==> config.mk <==
export PLATFORM = sky130hd
export DESIGN_NAME = pinbank_ctrl
export DESIGN_NICKNAME = d
export VERILOG_FILES = /design/src/rtl/pinbank_pkg.sv /design/src/rtl/pinbank_decode.sv /design/src/rtl/pinbank_regs.sv /design/src/rtl/pinbank_sync.sv /design/src/rtl/pinbank_pad.sv /design/src/rtl/pinbank_ctrl.sv
export SDC_FILE = /design/constraint.sdc
export NUM_CORES = 1
export LEC_CHECK = 0
export ABC_AREA = 1
export BUFFER_PORTS_ARGS = -buffer_cell sky130_fd_sc_hd__buf_2
export CELL_PAD_IN_SITES_DETAIL_PLACEMENT = 0
export CELL_PAD_IN_SITES_GLOBAL_PLACEMENT = 2
export CORE_MARGIN = 2
export CORE_UTILIZATION = 30
export CTS_CLUSTER_SIZE = 30
export DETAILED_ROUTE_END_ITERATION = 16
export GPL_ROUTABILITY_DRIVEN = 0
export PLACE_DENSITY = 0.79
export SYNTH_ARGS = -nofsm -noshare
export SYNTH_HDL_FRONTEND = slang
export SYNTH_SLANG_ARGS = --single-unit
==> constraint.sdc <==
create_clock -name pclk -period 1.3 [get_ports pclk]
set_input_delay 0 -clock pclk [delete_from_list [all_inputs] [get_ports pclk]]
set_output_delay 0 -clock pclk [all_outputs]
set_load 0.05 [all_outputs]
==> src/rtl/pinbank_pkg.sv <==
package pinbank_pkg;

    // Word index of each register (byte offset >> 2)
    typedef enum logic [3:0] {
        RS_LVL      = 4'd0,
        RS_LVL_SET  = 4'd1,
        RS_LVL_CLR  = 4'd2,
        RS_PULLOFF  = 4'd3,
        RS_DIR      = 4'd4,
        RS_DIR_SET  = 4'd5,
        RS_DIR_CLR  = 4'd6,
        RS_FN_A     = 4'd8,
        RS_FN_B     = 4'd9,
        RS_NONE     = 4'd15
    } regsel_e;

    localparam int WORD_LSB = 2;
    localparam int IDX_W    = 4;

endpackage

==> src/rtl/pinbank_decode.sv <==
module pinbank_decode
    import pinbank_pkg::*;
#(
    parameter int ADDR_W = 8
) (
    input  logic [ADDR_W-1:0] addr,
    output regsel_e           sel
);

    localparam int HI_LSB = WORD_LSB + IDX_W;

    logic in_window;

    assign in_window = (addr[ADDR_W-1:HI_LSB] == '0) && (addr[WORD_LSB-1:0] == '0);

    always_comb begin
        sel = RS_NONE;
        if (in_window) begin
            case (addr[HI_LSB-1:WORD_LSB])
                4'd0:    sel = RS_LVL;
                4'd1:    sel = RS_LVL_SET;
                4'd2:    sel = RS_LVL_CLR;
                4'd3:    sel = RS_PULLOFF;
                4'd4:    sel = RS_DIR;
                4'd5:    sel = RS_DIR_SET;
                4'd6:    sel = RS_DIR_CLR;
                4'd8:    sel = RS_FN_A;
                4'd9:    sel = RS_FN_B;
                default: sel = RS_NONE;
            endcase
        end
    end

endmodule

==> src/rtl/pinbank_regs.sv <==
module pinbank_regs
    import pinbank_pkg::*;
#(
    parameter int NPINS = 32
) (
    input  logic             clk,
    input  logic             rst_n,
    input  logic             wr_en,
    input  regsel_e          sel,
    input  logic [NPINS-1:0] wdata,
    output logic [NPINS-1:0] lvl,
    output logic [NPINS-1:0] dir,
    output logic [NPINS-1:0] pulloff,
    output logic [NPINS-1:0] fn_a,
    output logic [NPINS-1:0] fn_b
);

    typedef struct packed {
        logic [NPINS-1:0] lvl;
        logic [NPINS-1:0] dir;
        logic [NPINS-1:0] pulloff;
        logic [NPINS-1:0] fn_a;
        logic [NPINS-1:0] fn_b;
    } bank_t;

    bank_t st_d, st_q;

    always_comb begin
        st_d = st_q;
        if (wr_en) begin
            case (sel)
                RS_LVL:     st_d.lvl     = wdata;
                RS_LVL_SET: st_d.lvl     = st_q.lvl | wdata;
                RS_LVL_CLR: st_d.lvl     = st_q.lvl & ~wdata;
                RS_PULLOFF: st_d.pulloff = wdata;
                RS_DIR:     st_d.dir     = wdata;
                RS_DIR_SET: st_d.dir     = st_q.dir | wdata;
                RS_DIR_CLR: st_d.dir     = st_q.dir & ~wdata;
                RS_FN_A:    st_d.fn_a    = wdata;
                RS_FN_B:    st_d.fn_b    = wdata;
                default:    st_d         = st_q;
            endcase
        end
    end

    always_ff @(posedge clk or negedge rst_n) begin
        if (!rst_n) begin
            st_q <= '0;
        end else begin
            st_q <= st_d;
        end
    end

    assign lvl     = st_q.lvl;
    assign dir     = st_q.dir;
    assign pulloff = st_q.pulloff;
    assign fn_a    = st_q.fn_a;
    assign fn_b    = st_q.fn_b;

endmodule

==> src/rtl/pinbank_sync.sv <==
module pinbank_sync #(
    parameter int NPINS  = 32,
    parameter int STAGES = 2
) (
    input  logic             clk,
    input  logic             rst_n,
    input  logic [NPINS-1:0] din,
    output logic [NPINS-1:0] dout
);

    logic [STAGES-1:0][NPINS-1:0] stg_d, stg_q;

    always_comb begin
        stg_d[0] = din;
        for (int i = 1; i < STAGES; i++) begin
            stg_d[i] = stg_q[i-1];
        end
    end

    always_ff @(posedge clk or negedge rst_n) begin
        if (!rst_n) begin
            stg_q <= '0;
        end else begin
            stg_q <= stg_d;
        end
    end

    assign dout = stg_q[STAGES-1];

endmodule

==> src/rtl/pinbank_pad.sv <==
module pinbank_pad #(
    parameter int NPINS = 32
) (
    input  logic [NPINS-1:0]   lvl,
    input  logic [NPINS-1:0]   dir,
    input  logic [NPINS-1:0]   pulloff,
    input  logic [NPINS-1:0]   fn_a,
    input  logic [NPINS-1:0]   fn_b,
    output logic [NPINS-1:0]   oe,
    output logic [NPINS-1:0]   dout,
    output logic [NPINS-1:0]   pull_en,
    output logic [NPINS-1:0]   pull_up,
    output logic [2*NPINS-1:0] fn_code
);

    assign oe      = dir;
    assign dout    = lvl;
    assign pull_up = lvl;

    for (genvar g = 0; g < NPINS; g++) begin : g_pin
        // pull active only on a non-driving pin whose pull-off bit is clear
        assign pull_en[g]       = ~pulloff[g] & ~dir[g];
        assign fn_code[2*g +: 2] = {fn_b[g], fn_a[g]};
    end

endmodule

==> src/rtl/pinbank_ctrl.sv <==
module pinbank_ctrl
    import pinbank_pkg::*;
#(
    parameter int NPINS  = 32,
    parameter int ADDR_W = 8,
    parameter int STAGES = 2
) (
    input  logic                pclk,
    input  logic                presetn,
    input  logic                psel,
    input  logic                penable,
    input  logic                pwrite,
    input  logic [ADDR_W-1:0]   paddr,
    input  logic [NPINS-1:0]    pwdata,
    output logic [NPINS-1:0]    prdata,
    input  logic [NPINS-1:0]    pad_in,
    output logic [NPINS-1:0]    pad_oe,
    output logic [NPINS-1:0]    pad_out,
    output logic [NPINS-1:0]    pad_pull_en,
    output logic [NPINS-1:0]    pad_pull_up,
    output logic [2*NPINS-1:0]  pad_alt
);

    regsel_e          sel;
    logic             wr_en;
    logic [NPINS-1:0] lvl, dir, pulloff, fn_a, fn_b;
    logic [NPINS-1:0] pins_sync;

    assign wr_en = psel & penable & pwrite;

    pinbank_decode #(.ADDR_W(ADDR_W)) u_decode (
        .addr (paddr),
        .sel  (sel)
    );

    pinbank_regs #(.NPINS(NPINS)) u_regs (
        .clk     (pclk),
        .rst_n   (presetn),
        .wr_en   (wr_en),
        .sel     (sel),
        .wdata   (pwdata),
        .lvl     (lvl),
        .dir     (dir),
        .pulloff (pulloff),
        .fn_a    (fn_a),
        .fn_b    (fn_b)
    );

    pinbank_sync #(.NPINS(NPINS), .STAGES(STAGES)) u_sync (
        .clk   (pclk),
        .rst_n (presetn),
        .din   (pad_in),
        .dout  (pins_sync)
    );

    pinbank_pad #(.NPINS(NPINS)) u_pad (
        .lvl     (lvl),
        .dir     (dir),
        .pulloff (pulloff),
        .fn_a    (fn_a),
        .fn_b    (fn_b),
        .oe      (pad_oe),
        .dout    (pad_out),
        .pull_en (pad_pull_en),
        .pull_up (pad_pull_up),
        .fn_code (pad_alt)
    );

    // Read path: aliases and unmapped offsets return zero
    always_comb begin
        prdata = '0;
        if (psel) begin
            case (sel)
                RS_LVL:     prdata = pins_sync;
                RS_PULLOFF: prdata = pulloff;
                RS_DIR:     prdata = dir;
                RS_FN_A:    prdata = fn_a;
                RS_FN_B:    prdata = fn_b;
                default:    prdata = '0;
            endcase
        end
    end

endmodule

Word-level counts from Yosys, hierarchy flattened
Memory sizes are Yosys's and may differ from the RTL's. Index checks and enable logic that the tools add are counted.

Bits in registers: 224. ROM bits: 64. Bits of input ports: 77. Logic and storage cells: 135. Memories kept: 1.

Equal/unequal tests: 8. Multiplexer cells: 5. Bitwise operators: 103. Reductions and logical operators: 11.

Memory list: (no name shown) (words 16, bits a word 4, read ports 1, clocked after memory_dff 0, write ports 0, line pinbank_decode.sv:19) `case (addr[HI_LSB-1:WORD_LSB])`.

Operators with widths (number): 32-bit case mux with 3 select lines (2); 32-bit case mux with 5 select lines (1); 32-bit AND (2); 1-bit inverter (64); 32-bit bitwise OR (2); 1-bit AND (34); 32-bit two-way mux (1); 32-bit inverter (1); 4-bit by 3-bit equality test with 1-bit output, second input constant (3); 2-bit AND reduction (5); 4-bit by 2-bit equality test with 1-bit output, second input constant (2); 4-bit equality test, second input constant (2); 3-bit nonzero test (2); 4-bit by 1-bit equality test with 1-bit output, second input constant (1); 2-bit logical NOT (2); 4-bit logical NOT (1); 4-bit two-way mux (1); 1-bit logical AND (1).

Logic depth before layout (Yosys ltp)
Gate-level depths: netlist of run 1.

Depth in word-level cells: 6. Gate-level depth with buffers: 11.

By module
Synthesis of run 1 repeated with hierarchy kept, for this count alone.

Cell total of the unflattened synthesis: 1474. Area, all modules: 11538.6 um2.

Modules (own cells, without submodules): pinbank_regs (instances 1, cells each 867, area an instance 6942.9 um2, seq. area each 4003.8 um2); pinbank_ctrl (instances 1, cells each 336, area an instance 1604.0 um2, seq. area each 0.0 um2); pinbank_sync (instances 1, cells each 64, area an instance 1601.5 um2, seq. area each 1601.5 um2); pinbank_pad (instances 1, cells each 192, area an instance 1321.3 um2, seq. area each 0.0 um2); pinbank_decode (instances 1, cells each 15, area an instance 68.8 um2, seq. area each 0.0 um2).

Least setup slack after synthesis of run 1
No wires, ideal clock.

Kind: input port to output port. Start: in paddr[7]. End: out prdata[12]. Arrival: 1.733 ns. Path slack: -0.433 ns. Stages on the path: 11. Cell sequence: nor2_1 nand2_1 clkinv_2 nand2_2 nor2_4 buf_4 buf_4 nand3_1 nand3_1 nor2_1 nor2_1.

Word-level cells in the longest chain between the ends: 6.

Ends and longest elaborated chain: start, declared (line pinbank_ctrl.sv:13) `input logic [ADDR_W-1:0] paddr,`; 2-bit logical NOT * (line pinbank_decode.sv:14) `assign in_window = (addr[ADDR_W-1:HI_LSB] == '0) && (addr[WORD_LSB-1:0] == '0);`; 1-bit logical AND * (line pinbank_decode.sv:14); 4-bit two-way mux * (line pinbank_decode.sv:18) `if (in_window) begin`; 4-bit equality test (tied with other cells) (line pinbank_ctrl.sv:73) `case (sel)`; 32-bit case mux with 5 select lines * (line pinbank_ctrl.sv:73); 32-bit two-way mux * (line pinbank_ctrl.sv:72) `if (psel) begin`; end, declared (line pinbank_ctrl.sv:15) `output logic [NPINS-1:0] prdata,`.

Mark *: on every way between the ends. The rest lies on a longest branch, timed or not.

Worst setup path after layout of run 1
Start: in paddr[1]. End: out prdata[16].

The elaborated chain is that of the path after synthesis.

==> impl_metrics.ini, run 1 <==
[flow_run]
max_cap_violations = 0

[cts]
clkSlewWorstSetupHoldPaths_ns = 0.06
cts_root_buffer = sky130_fd_sc_hd__clkbuf_16
cts-htree-levels = 1
cts_tree = done
insertion_delay_ns = 0.53
cts-root-to-sink-buffers = 3
cts_made_buffers = 26
clock_sinks = 224

[sta]
fin_crit_sh_pct = 118
fmaxAchievable_ghz = 0.652
count_of_endpoints_failing_setup_in_the_final_report = 52
timing.hold.ws_ns = 0.107
layout_min_cycle_time_ns = 1.53
tns_ns = -6.97
postLayoutSetupSlackWorst_ns = -0.234
maxSlewViolCount = 0
rsz0062_at_grt = yes
slew_at_the_pin_closest_to_its_max_slew_limit_ns = 0.474
max_slew_margin_pct = 68.4
skew_ns = 0.00455
timing.final.hold_violations = 0

[power]
p_leak_nw = 8.28
p_int_mw = 12.3
pwr_total_mw = 16.7
sequentialPowerShare_pct = 43.8
net-switching-power_mw = 4.35
vdd.ir_drop.worst_v = 0.000911
power_density_nw_per_um2 = 981
p_comb_share_pct = 12.5
power.clock.fraction_pct = 43.6
netSwitchingFraction_pct = 26.1

[setup_path]
critical_path.cell_chain = buf_6 > nor2_4 > nand2_4 > buf_6 > nor3_4 > buf_12 > buf_12 > nand3_1 > nand3_2 > nor2_2 > nor2_4 > buf_8
worst_path_largest_cell_delay_ns = 0.26
critical_path_s_top_delay_family = simple AND/OR/NAND/NOR gates
reg2reg_slack_ns = 0.29
crit_arrival_ns = 1.53
crit_path_max_fanout = 7
crit_path_start_kind = input port
critical_path_buffer_and_inverter_count = 5
rr_startpoint = u_regs.dir[11]
cp_data_required_time_ns = 1.30
wp_depth = 12
r2r-end = u_regs.dir[11]
r2r_cells = 5
setup.worst_path.end = prdata[16]
critPathKind = in2out
setup.worst_path.start = paddr[1]
worstSetupEndpointType = output port
slowest_stage = sky130_fd_sc_hd__nor3_4

[place]
place.port_buffers = 300
dpl_worst_slack_ns = -0.384
dp_hpwl_um = 25300

[global_routing]
global_route_wire_length_before_repair_um = 57700
first_global_vias = 9872
gr-usage-all-layers_pct = 21.7
pin_count_of_the_biggest_net_entering_global_routing = 52
grt_overflow = 0
antenna_found_initial = 0

[cells_and_area]
most_common_cell_after_layout_fill_and_taps_aside = sky130_fd_sc_hd__nand2_1
most-common-layout-cells = 243 x sky130_fd_sc_hd__nand2_1, 218 x sky130_fd_sc_hd__dfrtp_1, 188 x sky130_fd_sc_hd__buf_2, 119 x sky130_fd_sc_hd__nand3_1, 89 x sky130_fd_sc_hd__buf_4
fin_util_pct = 52.1
layout-drive-gt1-share_pct = 44.5
filler_cell_count = 3026
insertedDiodeCount = 0
nNetsFinal = 1684
syn2layout_area_growth_pct = 71.1

[synth]
syn-instance-count = 1146
seq_total_area_yosys_pct = 56.4
yosys.cell_types.count = 23
post_synth.cell_area_avg_um2 = 8.67
ys_ff_latch = 224
syn-cell-area_um2 = 9940
mappedNetlistNets = 1223
ys.warnings.count = 0

[routing]
drt-vias-per-instance = 4.81
route.final.wire_length_um = 38900
detail_route.first_pass.iterations = 4
drt_iter0_markers = 515
dr_total_vias = 9937
detail_route.drc_violations = 0
ant_nets = 0
post_drt_wl_per_cell_um = 18.8

[status]
violations_in_the_final_reports = setup timing
run_status = complete, but fails checks

[floorplanning]
initial_utilization_pct = 30.5
die_x_um = 186
placementRows = 66
dieArea_um2 = 34600
floorplan.core_area_um2 = 32600
chip_height_um = 186
io_pins = 301

[worst_hold_path]
hold_path_class = in2reg
-- how the worst min path moves through the flow --
stage               start          endpoint  slack (ns)  cells past startpoint
3_5_place_dp      presetn  u_sync.stg_d[58]       -0.03                      1
3_3_place_gp      presetn  u_sync.stg_d[58]       -0.03                      1
2_1_floorplan     presetn     u_regs.dir[0]       -0.30                      0
6_report       pad_in[27]  u_sync.stg_d[59]        0.11                      2
5_1_grt        pad_in[15]  u_sync.stg_d[47]        0.09                      2
4_1_cts        pad_in[30]  u_sync.stg_d[62]        0.08                      2
-- state kept, by name, summed over array words and instances (netlist names) --
signal	count
u_regs.fn_a	32
u_sync.stg_d	32
u_regs.dir	32
u_sync.dout	32
u_regs.lvl	32
u_regs.fn_b	32
u_regs.pulloff	32
-- synthesized netlist by cell type (all sizes together) --
master  instances  area (um^2)
a21boi         30          225
a21oi          13         68.8
buf            76          485
clkbuf         25         93.8
clkinv          1         5.00
dfrtp         224         5610
inv            54          203
nand2         252          956
nand3         188          963
nand4           1         12.5
nor2          128          510
nor3            2         32.5
o211ai          1         7.51
o21ai         139          696
o22ai          12         75.1
-- final cells by class --
| cell class | count | area [um^2] | share of cell area [%] |
|---|---|---|---|
| Inverter | 55 | 218 | 1.28 |
| Tap cell | 442 | 553 | 3.25 |
| Sequential cell | 224 | 5610 | 33.0 |
| Clock inverter | 7 | 60.1 | 0.353 |
| Timing Repair Buffer | 534 | 5080 | 29.9 |
| Clock buffer | 39 | 781 | 4.59 |
| Multi-Input combinational cell | 766 | 4700 | 27.6 |
-- worst register-to-register path: stages (launching register included) --
cell,delay [ns]
sky130_fd_sc_hd__dfrtp_1,0.40
sky130_fd_sc_hd__buf_6,0.14
sky130_fd_sc_hd__buf_4,0.12
sky130_fd_sc_hd__buf_4,0.12
sky130_fd_sc_hd__inv_1,0.05
sky130_fd_sc_hd__o22ai_1,0.07
-- through the flow --
step | area (um^2) | std cells
2_1_floorplan | 10200 | 1146
3_5_place_dp | 12800 | 1865
4_1_cts | 16200 | 2054
5_1_grt | 17000 | 2067
6_report | 17000 | 2067
3_3_place_gp | 12800 | 1865
-- cells by family after synthesis --
logic type      after synthesis  share of synthesized area, %
compound gates              195                          10.8
buf+inv                     156                          7.92
flops                       224                          56.4
simple gates                571                          24.9
-- what timing repair did --
item                                   4_1_cts  5_1_grt
setup buffers                               75       10
hold buffers                                66        0
pin swaps                                  109       46
cloned                                       3        7
resized for setup                          356      183
endpoints found under the hold margin      416        0
setup endpoints to repair                   65       99
-- layer usage --
metal / global-route usage [%] / wire length (um) / vias up
met5: 0 / 0 / -
met4: 4.63 / 873 / 0
met3: 3.91 / 2500 / 60
met2: 37.0 / 18600 / 364
met1: 28.9 / 17000 / 4847
li1: - / - / 4666
-- power groups by stage --
stage	clock network, mW	registers (mW)	logic [mW]
final	7.28	7.31	2.09
after global routing	7.73	7.32	2.23
after CTS	7.44	7.29	2.01
after detailed placement	0	7.43	1.44
after global placement	0	7.43	1.43
after floorplan	0	7.60	0.561
Power figures use the tool's default switching activity.
==> inputs of run 2 (changes only) <==
Settings changed: CORE_UTILIZATION 30 to 32, PLACE_DENSITY 0.79 to 0.84.
Clock period 1.3 ns to 1.8 ns, I/O delays scaled along.
==> impl_metrics.ini, run 2 (synthesis gave the netlist of run 1 again) <==
[floorplanning]
chip_height_um = 180
initial_utilization_pct = 32.5
placementRows = 64
floorplan.core_area_um2 = 30600
io_pins = 301
die_x_um = 180
dieArea_um2 = 32500

[setup_path]
crit_arrival_ns = 1.68
critPathKind = in2out
crit_path_max_fanout = 6
critical_path_buffer_and_inverter_count = 4
cp_data_required_time_ns = 1.80
critical_path.cell_chain = buf_2 > nor2_2 > nand2_2 > clkinv_2 > nand2_2 > nand2_2 > nor2_4 > buf_4 > nand2_1 > nand2_1 > nor2_1 > nor2_1 > buf_2
crit_path_start_kind = input port
critical_path_s_top_delay_family = simple AND/OR/NAND/NOR gates
cp_common_cell = sky130_fd_sc_hd__nand2_2
slowest_stage = sky130_fd_sc_hd__buf_2
worstSetupEndpointType = output port
worst_path_largest_cell_delay_ns = 0.30

[cells_and_area]
layout-drive-gt1-share_pct = 28.5
most_common_cell_after_layout_fill_and_taps_aside = sky130_fd_sc_hd__buf_2
total_area_of_multi_input_combinational_cells_um2 = 3580
regArea_um2 = 5610
insertedDiodeCount = 0
nNetsFinal = 1579
post_layout_nonfiller_instances = 1918
fin_util_pct = 45.3
syn2layout_area_growth_pct = 39.3
filler_cell_count = 3053
most-common-layout-cells = 280 x sky130_fd_sc_hd__buf_2, 246 x sky130_fd_sc_hd__nand2_1, 224 x sky130_fd_sc_hd__dfrtp_1, 183 x sky130_fd_sc_hd__nand3_1, 121 x sky130_fd_sc_hd__nor2_1

[routing]
detail_route.drc_violations = 0
dr_total_vias = 9285
detail_route.first_pass.iterations = 5
post_drt_wl_per_cell_um = 18.6
ant_nets = 0
drt_iter0_markers = 723
route.final.wire_length_um = 35700
drt-vias-per-instance = 4.84

[place]
dpl_worst_slack_ns = 0.0218
numPlacedInstances = 1803
place.port_buffers = 300
dp_hpwl_um = 24700

[sta]
count_of_endpoints_failing_setup_in_the_final_report = 0
maxSlewViolCount = 0
postLayoutSetupSlackWorst_ns = 0.118
max_slew_margin_pct = 64.8
slew_at_the_pin_closest_to_its_max_slew_limit_ns = 0.529
layout_min_cycle_time_ns = 1.68
fin_crit_sh_pct = 93.4
skew_ns = 0.0107
timing.hold.ws_ns = 0.00402
timing.final.hold_violations = 0
fmaxAchievable_ghz = 0.595

[global_routing]
global_route_wire_length_before_repair_um = 55400
pin_count_of_the_biggest_net_entering_global_routing = 65
gr-usage-all-layers_pct = 21.7
grt_overflow = 0
first_global_vias = 9260
antenna_found_initial = 0

[cts]
clock_sinks = 224
insertion_delay_ns = 0.52
cts_root_buffer = sky130_fd_sc_hd__clkbuf_16
cts_tree = done
clkSlewWorstSetupHoldPaths_ns = 0.06
cts-root-to-sink-buffers = 3
cts-htree-levels = 1
cts_made_buffers = 26

[power]
power_density_nw_per_um2 = 863
vdd.ir_drop.worst_v = 0.000649
p_leak_nw = 7.09

[worst_hold_path]
hold_path_class = in2async

[status]
run_status = complete, no violations

[flow_run]
max_cap_violations = 0
-- run 2: changes by cell type in the layout (fill, tap and decap cells not counted), moves of 46 or more --
cell                      delta
sky130_fd_sc_hd__buf_4      -46
sky130_fd_sc_hd__buf_2      +92
sky130_fd_sc_hd__nand3_1    +64
sky130_fd_sc_hd__nor2_4     -76
sky130_fd_sc_hd__nand3_2    -57
sky130_fd_sc_hd__buf_6      -86
sky130_fd_sc_hd__nor2_1     +97
-- run 2: per-stage QoR --
step / power, mW / setup TNS, ns / instance area [um^2]
3_5_place_dp: 6.35 / 0 / 12200
5_1_grt: 12.4 / -0.00446 / 13800
6_report: 11.9 / 0 / 13800
2_1_floorplan: 5.86 / 0 / 9940
3_3_place_gp: 6.34 / 0 / 12200
4_1_cts: 12.1 / 0 / 13700
-- run 2: final cells by class --
| type | count | area share [%] |
|---|---|---|
| multi-input cells | 766 | 25.9 |
| well taps | 396 | 3.58 |
| inverters | 55 | 1.50 |
| repair buffers | 429 | 21.9 |
| clock buffers | 39 | 5.79 |
| clock inverters | 9 | 0.886 |
| flip-flops and latches | 224 | 40.5 |
-- run 2: path summary, 6_finish.rpt --
path                                        from          endpoint  slack, ns  cells past startpoint
worst min register to register  u_sync.stg_d[45]   u_sync.dout[13]       0.34                      0
worst max register to register    u_regs.dir[31]    u_regs.dir[31]       1.04                      2
worst max-delay path                    paddr[7]         prdata[6]       0.12                     13
worst min-delay path                     presetn    u_regs.lvl[16]      0.004                      2
min in group pclk                     pad_in[14]  u_sync.stg_d[46]       0.11                      2
max in group asynchronous                presetn    u_regs.lvl[12]       1.05                      3
-- run 2: per-layer routing --
| layer | wire [um] | vias up | global-route usage [%] | share of wire, % |
|---|---|---|---|---|
| met4 | 922 | 0 | 5.94 | 2.6 |
| met2 | 16700 | 360 | 36.1 | 47 |
| met1 | 15800 | 4411 | 29.4 | 44 |
| li1 | - | 4458 | - | - |
| met3 | 2290 | 56 | 3.52 | 6.4 |
| met5 | 0 | - | 0 | 0 |
-- run 2: timing repair --
| action | 4_1_cts | 5_1_grt |
|---|---|---|
| setup buffers | 0 | 1 |
| setup endpoints to repair | 0 | 32 |
| hold buffers | 65 | 0 |
| gates resized for setup | 0 | 31 |
| endpoints found under the hold margin | 416 | 0 |
-- run 2: worst register-to-register path: stages, from the launching register on --
cell                      delay (ns)
sky130_fd_sc_hd__dfrtp_1        0.42
sky130_fd_sc_hd__o21ai_0        0.09
sky130_fd_sc_hd__o21ai_0        0.11
-- run 2: power by group --
group | switching, mW | internal, mW | leakage (nW)
Sequential | 0.0996 | 5.18 | 2.92
Combinational | 0.763 | 0.320 | 3.72
Clock | 2.10 | 3.49 | 0.457
Total | 2.96 | 8.98 | 7.09
